$ cat src/rtl/qpv_pkg.sv
package qpv_pkg;

    localparam int NCH   = 4;
    localparam int NPAIR = NCH / 2;
    localparam int IDX_W = $clog2(NCH);

    typedef enum logic [2:0] {
        V_IDLE   = 3'd0,
        V_ALL    = 3'd1,
        V_SINGLE = 3'd2,
        V_DOUBLE = 3'd3,
        V_TIE    = 3'd4,
        V_SPLIT  = 3'd5
    } verdict_e;

    typedef struct packed {
        verdict_e         kind;
        logic [NCH-1:0]   dissent;  // channels that must take a good state
        logic [IDX_W-1:0] leader;   // lowest-numbered member of the agreeing group
    } verdict_t;

    function automatic logic [IDX_W-1:0] lowest_set(input logic [NCH-1:0] m);
        logic [IDX_W-1:0] idx;
        idx = '0;
        for (int i = NCH - 1; i >= 0; i--) begin
            if (m[i]) idx = IDX_W'(i);
        end
        return idx;
    endfunction

    function automatic logic has_majority(input verdict_e k);
        return (k == V_ALL) || (k == V_SINGLE) || (k == V_DOUBLE);
    endfunction

    function automatic logic needs_rollback(input verdict_e k);
        return (k == V_TIE) || (k == V_SPLIT);
    endfunction

endpackage

$ cat src/rtl/qpv_pair_cmp.sv
module qpv_pair_cmp #(
    parameter int SIG_W = 9
) (
    input  logic [SIG_W-1:0] sig_a,
    input  logic [SIG_W-1:0] sig_b,
    output logic             same
);
    // First voting level: agreement inside one pair.
    assign same = (sig_a == sig_b);
endmodule

$ cat src/rtl/qpv_classify.sv
module qpv_classify
    import qpv_pkg::*;
#(
    parameter int SIG_W = 9
) (
    input  logic                      eval,
    input  logic [NCH-1:0][SIG_W-1:0] sig,
    input  logic [NPAIR-1:0]          pair_eq,
    output verdict_t                  verdict
);
    // Second voting level: each member of pair A against each member of pair B.
    logic [1:0][1:0] cross_eq;

    for (genvar a = 0; a < 2; a++) begin : g_side_a
        for (genvar b = 0; b < 2; b++) begin : g_side_b
            assign cross_eq[a][b] = (sig[a] == sig[2 + b]);
        end
    end

    logic [NCH-1:0][1:0] peers;
    logic [NCH-1:0]      with3, with2, with1, with0;

    always_comb begin
        peers[0] = 2'(pair_eq[0]) + 2'(cross_eq[0][0]) + 2'(cross_eq[0][1]);
        peers[1] = 2'(pair_eq[0]) + 2'(cross_eq[1][0]) + 2'(cross_eq[1][1]);
        peers[2] = 2'(pair_eq[1]) + 2'(cross_eq[0][0]) + 2'(cross_eq[1][0]);
        peers[3] = 2'(pair_eq[1]) + 2'(cross_eq[0][1]) + 2'(cross_eq[1][1]);
        for (int i = 0; i < NCH; i++) begin
            with3[i] = (peers[i] == 2'd3);
            with2[i] = (peers[i] == 2'd2);
            with1[i] = (peers[i] == 2'd1);
            with0[i] = (peers[i] == 2'd0);
        end

        verdict.kind    = V_IDLE;
        verdict.dissent = '0;
        verdict.leader  = '0;
        if (eval) begin
            if (|with3) begin
                verdict.kind = V_ALL;
            end else if (|with2) begin
                verdict.kind    = V_SINGLE;
                verdict.dissent = with0;
                verdict.leader  = lowest_set(with2);
            end else if (&with1) begin
                verdict.kind = V_TIE;
            end else if (|with1) begin
                verdict.kind    = V_DOUBLE;
                verdict.dissent = with0;
                verdict.leader  = lowest_set(with1);
            end else begin
                verdict.kind = V_SPLIT;
            end
        end
    end
endmodule

$ cat src/rtl/qpv_ckpt.sv
module qpv_ckpt #(
    parameter int                 STATE_W     = 16,
    parameter int                 PERIOD      = 64,
    parameter logic [STATE_W-1:0] RESET_STATE = '0
) (
    input  logic               clk,
    input  logic               rst,
    input  logic               unanimous,
    input  logic [STATE_W-1:0] state_in,
    output logic [STATE_W-1:0] ckpt
);
    localparam int               CNT_W = (PERIOD > 1) ? $clog2(PERIOD) : 1;
    localparam logic [CNT_W-1:0] LIMIT = CNT_W'(PERIOD - 1);

    logic [CNT_W-1:0] since;
    logic             take;

    assign take = unanimous && (since == LIMIT);

    always_ff @(posedge clk) begin
        if (rst) begin
            since <= '0;
            ckpt  <= RESET_STATE;
        end else if (take) begin
            since <= '0;
            ckpt  <= state_in;
        end else if (since != LIMIT) begin
            since <= since + 1'b1;
        end
    end
endmodule

$ cat src/rtl/quad_pair_voter.sv
module quad_pair_voter
    import qpv_pkg::*;
#(
    parameter int                 DATA_W      = 8,
    parameter int                 STATE_W     = 16,
    parameter int                 CKPT_PERIOD = 64,
    parameter logic [STATE_W-1:0] RESET_STATE = '0
) (
    input  logic                        clk,
    input  logic                        rst,
    input  logic [NCH-1:0]              ch_valid,
    input  logic [NCH-1:0][DATA_W-1:0]  ch_data,
    input  logic [NCH-1:0][STATE_W-1:0] ch_state,
    output logic                        verdict_vld,
    output logic [2:0]                  verdict,
    output logic                        res_valid,
    output logic [DATA_W-1:0]           res_data,
    output logic [NCH-1:0]              fix_en,
    output logic [STATE_W-1:0]          fix_state,
    output logic [NCH-1:0]              restore_en,
    output logic [STATE_W-1:0]          restore_state
);
    localparam int SIG_W = DATA_W + 1;

    logic [NCH-1:0][SIG_W-1:0] sig;
    logic [NPAIR-1:0]          pair_eq;
    verdict_t                  cls;
    logic [STATE_W-1:0]        ckpt;
    logic                      eval;
    logic                      good_res;
    logic                      roll;

    // Invalid channels contribute an all-zero signature so their data is ignored.
    for (genvar c = 0; c < NCH; c++) begin : g_sig
        assign sig[c] = ch_valid[c] ? {1'b1, ch_data[c]} : '0;
    end

    for (genvar p = 0; p < NPAIR; p++) begin : g_pair
        qpv_pair_cmp #(.SIG_W(SIG_W)) u_pair (
            .sig_a (sig[2*p]),
            .sig_b (sig[2*p+1]),
            .same  (pair_eq[p])
        );
    end

    assign eval = |ch_valid;

    qpv_classify #(.SIG_W(SIG_W)) u_classify (
        .eval    (eval),
        .sig     (sig),
        .pair_eq (pair_eq),
        .verdict (cls)
    );

    qpv_ckpt #(
        .STATE_W     (STATE_W),
        .PERIOD      (CKPT_PERIOD),
        .RESET_STATE (RESET_STATE)
    ) u_ckpt (
        .clk       (clk),
        .rst       (rst),
        .unanimous (cls.kind == V_ALL),
        .state_in  (ch_state[0]),
        .ckpt      (ckpt)
    );

    assign good_res = has_majority(cls.kind) && sig[cls.leader][DATA_W];
    assign roll     = needs_rollback(cls.kind);

    always_ff @(posedge clk) begin
        if (rst) begin
            verdict_vld   <= 1'b0;
            verdict       <= V_IDLE;
            res_valid     <= 1'b0;
            res_data      <= '0;
            fix_en        <= '0;
            fix_state     <= '0;
            restore_en    <= '0;
            restore_state <= '0;
        end else begin
            verdict_vld   <= (cls.kind != V_IDLE);
            verdict       <= cls.kind;
            res_valid     <= good_res;
            res_data      <= good_res ? ch_data[cls.leader] : '0;
            fix_en        <= cls.dissent;
            fix_state     <= (|cls.dissent) ? ch_state[cls.leader] : '0;
            restore_en    <= roll ? '1 : '0;
            restore_state <= roll ? ckpt : '0;
        end
    end
endmodule

$ cat config.mk
export PLATFORM = sky130hd
export DESIGN_NAME = quad_pair_voter
export DESIGN_NICKNAME = d
export VERILOG_FILES = /design/src/rtl/qpv_pkg.sv /design/src/rtl/qpv_pair_cmp.sv /design/src/rtl/qpv_classify.sv /design/src/rtl/qpv_ckpt.sv /design/src/rtl/quad_pair_voter.sv
export SDC_FILE = /design/constraint.sdc
export NUM_CORES = 1
export LEC_CHECK = 0
export ABC_AREA = 0
export BUFFER_PORTS_ARGS = -buffer_cell sky130_fd_sc_hd__buf_2
export CAP_MARGIN = 5
export CORE_MARGIN = 5
export CORE_UTILIZATION = 51
export DETAILED_ROUTE_END_ITERATION = 12
export GPL_TIMING_DRIVEN = 0
export PLACE_DENSITY = 0.84
export SLEW_MARGIN = 15
export SYNTH_ARGS = -nofsm -noshare
export SYNTH_HDL_FRONTEND = slang
export SYNTH_SLANG_ARGS = --single-unit
$ cat constraint.sdc
create_clock -name clk -period 4.6 [get_ports clk]
set_input_delay 0.23 -clock clk [delete_from_list [all_inputs] [get_ports clk]]
set_output_delay 0.23 -clock clk [all_outputs]
set_load 0.02 [all_outputs]
==> run_results.csv <==
group,metric,value,unit
grt,grt-ovfl-total,0,
drt,dr.pass1.iters,5,
synth,synth_top_area_share,32.17,%
drt,first_iter_violations,360,
layout,fin_cells,810,
setup_path,cp-start-kind,"primary input",
timing,timing.final.crit_period,4.388,ns
pwr,p_per_area,334.4,nW/um2
die,die_h,103.7,um
setup_path,critPathKind,"in2reg",
pwr,combPwrFrac,37.5,%
timing,hold_violations,0,
timing,setup_viol_count_final,0,
synth,synth_edf_count,0,
timing,drv_slew,0,
clock_network,cts_buffers,9,
clock_network,cts_sinks,72,
pwr,p_clk_share,25.1,%
layout,layout_commonest_cell,"buf_2",
die,die-area,10760,um2
pwr,power_switching_share,37.86,%
setup_path,critPathMaxFanout,10,
run,drv_cap,0,
setup_path,cp_data_arrival_time,4.66,ns
grt,grt_pass1_wl,24930,um
layout,final_cell_mix,"buf_2 (157), dfxtp_1 (72), a21oi_1 (45)",
layout,fin_util,64.69,%
grt,grt_pass1_vias,4862,
timing,rsz0062_at_grt,"true",
synth,synth_top_cells_by_area,"dfxtp_1 (32%), mux2i_1 (5.1%), a21oi_1 (5.0%), o211a_1 (4.0%), mux2_2 (4.0%)",
drt,wl,15670,um
status,status,"finished clean",
pwr,peakVddDrop,155.7,uV
place,io_buffers,147,
setup_path,end_kind,"flip-flop",
pwr,p_sw,0.0007072,W
drt,via_count,4921,
synth,postSynthAreaPerCell,8.359,um2
clock_network,clockRootBuffer,"clkbuf_8",
die,fp-row-count,34,
clock_network,clkSlewWorstSetupHoldPaths,0.09,ns
layout,fin_nets,806,
clock_network,htreeDepth,3,
pwr,p_seq_share,37.4,%
grt,antenna_found_initial,0,
synth,synth_nets,645,
synth,yosys.area.top_type,"dfxtp_1",
synth,synth.distinct_cells,70,
setup_path,worstPathRequired,4.87,ns
synth,syn-cell-area,4481,um2
timing,fin_crit_sh,95.39,%
grt,grt_max_degree,16,
drt,wire_per_inst,19.35,um
grt,grt_usage,28.04,%
clock_network,clkLatencyLatePin,0.35,ns
timing,max_slew_margin,63.51,%
pwr,p_leak,2.818,nW
timing,clock_skew,0.01609,ns
timing,worstMarginPinSlew,0.5473,ns
place,globalplace.congestion,1.003,
layout,area_growth,24.69,%
synth,netlist_instances,536,
drt,drc_errors,0,
place,dp_hpwl,12140,um
clock_network,cts_max_path_buffers,2,
die,start_util,51.88,%
die,core-area,8636,um2
drt,vias_per_cell,6.075,
timing,fmax,227.9,MHz
die,fp.dieW,103.7,um
place,dp_cells,791,
layout,drive_above_1_share,32.48,%
die,pin_count,155,
layout,diodes,0,
clock_network,cts_tree,"yes",
worst_hold_path,hold_path.class,"in2reg",
drt,postRouteAntennaNets,0,
synth,yosysWarnings,0,
synth,async_reset_ff_share,0,%
pwr,internal-power,0.001161,W
synth,synth-main-ff-cell,"dfxtp_1",
synth,synth.ff_latch_count,72,
synth,synth-seq-area-share,32.17,%
[metal layers]
metal | vias to the layer above | track usage, % | wire length, um
met1 | 2258 | 34.66 | 6235
met2 | 322 | 47.54 | 7462
met3 | 42 | 6.779 | 1595
li1 | 2299 | - | -
met5 | - | 0 | 0
met4 | 0 | 9.621 | 380
[sequential cells by signal, summed over array words and instances, names as in the netlist]
| name | flops |
|---|---|
| fix_state | 16 |
| restore_state | 16 |
| u_ckpt.ckpt | 16 |
| res_data | 8 |
| u_ckpt.since | 6 |
| fix_en | 4 |
| verdict | 3 |
| res_valid | 1 |
| restore_en | 1 |
| verdict_vld | 1 |
[worst max-delay path, stage by stage]
cell and delay, ns:
buf_2 0.13, clkbuf_2 0.24, inv_1 0.13, ha_1 0.31
a31o_2 0.22, a2111oi_2 0.45, and3_4 0.30, inv_2 0.06
xnor2_1 0.16, ha_1 0.24, buf_1 0.22, a221o_1 0.39
a31o_2 0.21, buf_4 0.18, nor2_4 0.21, nand3_2 0.14
mux2i_1 0.15, or3_1 0.35, buf_6 0.15, o22ai_1 0.16
[metrics by stage]
stage	hold WS, ns	cell area, um2	total power, W	TNS, ns	setup WS (ns)
after floorplan	0.3739	4481	0.001157	0	0.3699
after global placement	0.4348	5351	0.001370	-11.94	-0.6087
after detailed placement	0.4412	5351	0.001386	-13.67	-0.6973
after CTS	0.1290	5564	0.001853	0	0.02996
after global routing	0.1554	5587	0.001963	-0.02675	-0.02675
final	0.1472	5587	0.001868	0	0.2120
[synthesized netlist by cell type, drive strengths merged, types with 5 or more instances]
| cell type | instances |
|---|---|
| and3 | 7 |
| xor2 | 5 |
| nand2b | 9 |
| a21oi | 46 |
| mux2 | 16 |
| buf | 22 |
| inv | 33 |
| nand2 | 26 |
| a31oi | 9 |
| a21boi | 7 |
| a222oi | 5 |
| ha | 5 |
| clkbuf | 18 |
| nor3 | 11 |
| and2 | 16 |
| dfxtp | 72 |
| o22ai | 20 |
| o21ai | 33 |
| nor4 | 17 |
| nor2 | 39 |
| nand3 | 10 |
| mux2i | 24 |
| o31ai | 7 |
| xnor2 | 11 |
| o211a | 18 |
[power by group through the flow]
| stage | logic [W] | clock network (W) | registers (W) |
|---|---|---|---|
| finish | 0.000700 | 0.000469 | 0.000698 |
| global route | 0.000757 | 0.000503 | 0.000703 |
| CTS | 0.000681 | 0.000474 | 0.000698 |
| detailed placement | 0.000673 | 0 | 0.000712 |
| global placement | 0.000659 | 0 | 0.000711 |
| floorplan | 0.000379 | 0 | 0.000778 |
[final timing paths]
path,from,endpoint,slack [ns],cells after the start
worst max register to register,u_ckpt.since[0],u_ckpt.ckpt[6],2.64,7
worst max-delay path,ch_valid[3],res_data[1],0.21,20
worst min-delay path,ch_state[8],u_ckpt.ckpt[8],0.15,3
worst min register to register,u_ckpt.ckpt[4],restore_state[4],0.47,1
[cell families after synthesis]
group | after synthesis | share of synthesized area (%)
AOI/OAI and AO/OA | 178 | 27.79
and+or+nand+nor | 150 | 17.73
buffers and inverters | 73 | 7.428
DFF | 72 | 32.17
muxes | 40 | 9.466
xor gates and xnor gates | 16 | 3.128
adders and majority gates | 7 | 2.290
[timing repair]
action,CTS,global route
setup endpoints to repair,23,25
pin swaps,1,1
hold buffers,0,0
buffers inserted,2,2
gates resized for setup,5,8
[cell type report]
type / count / area [um2]
Buffer: 39 / 214.0
Clock buffer: 9 / 123.9
Clock inverter: 7 / 61.31
Fill cell: 708 / 3049
Inverter: 33 / 123.9
Multi-Input combinational cell: 391 / 2721
Sequential cell: 72 / 1441
Tap cell: 108 / 135.1
Timing Repair Buffer: 151 / 765.7
(Power assumes the default switching activity.)
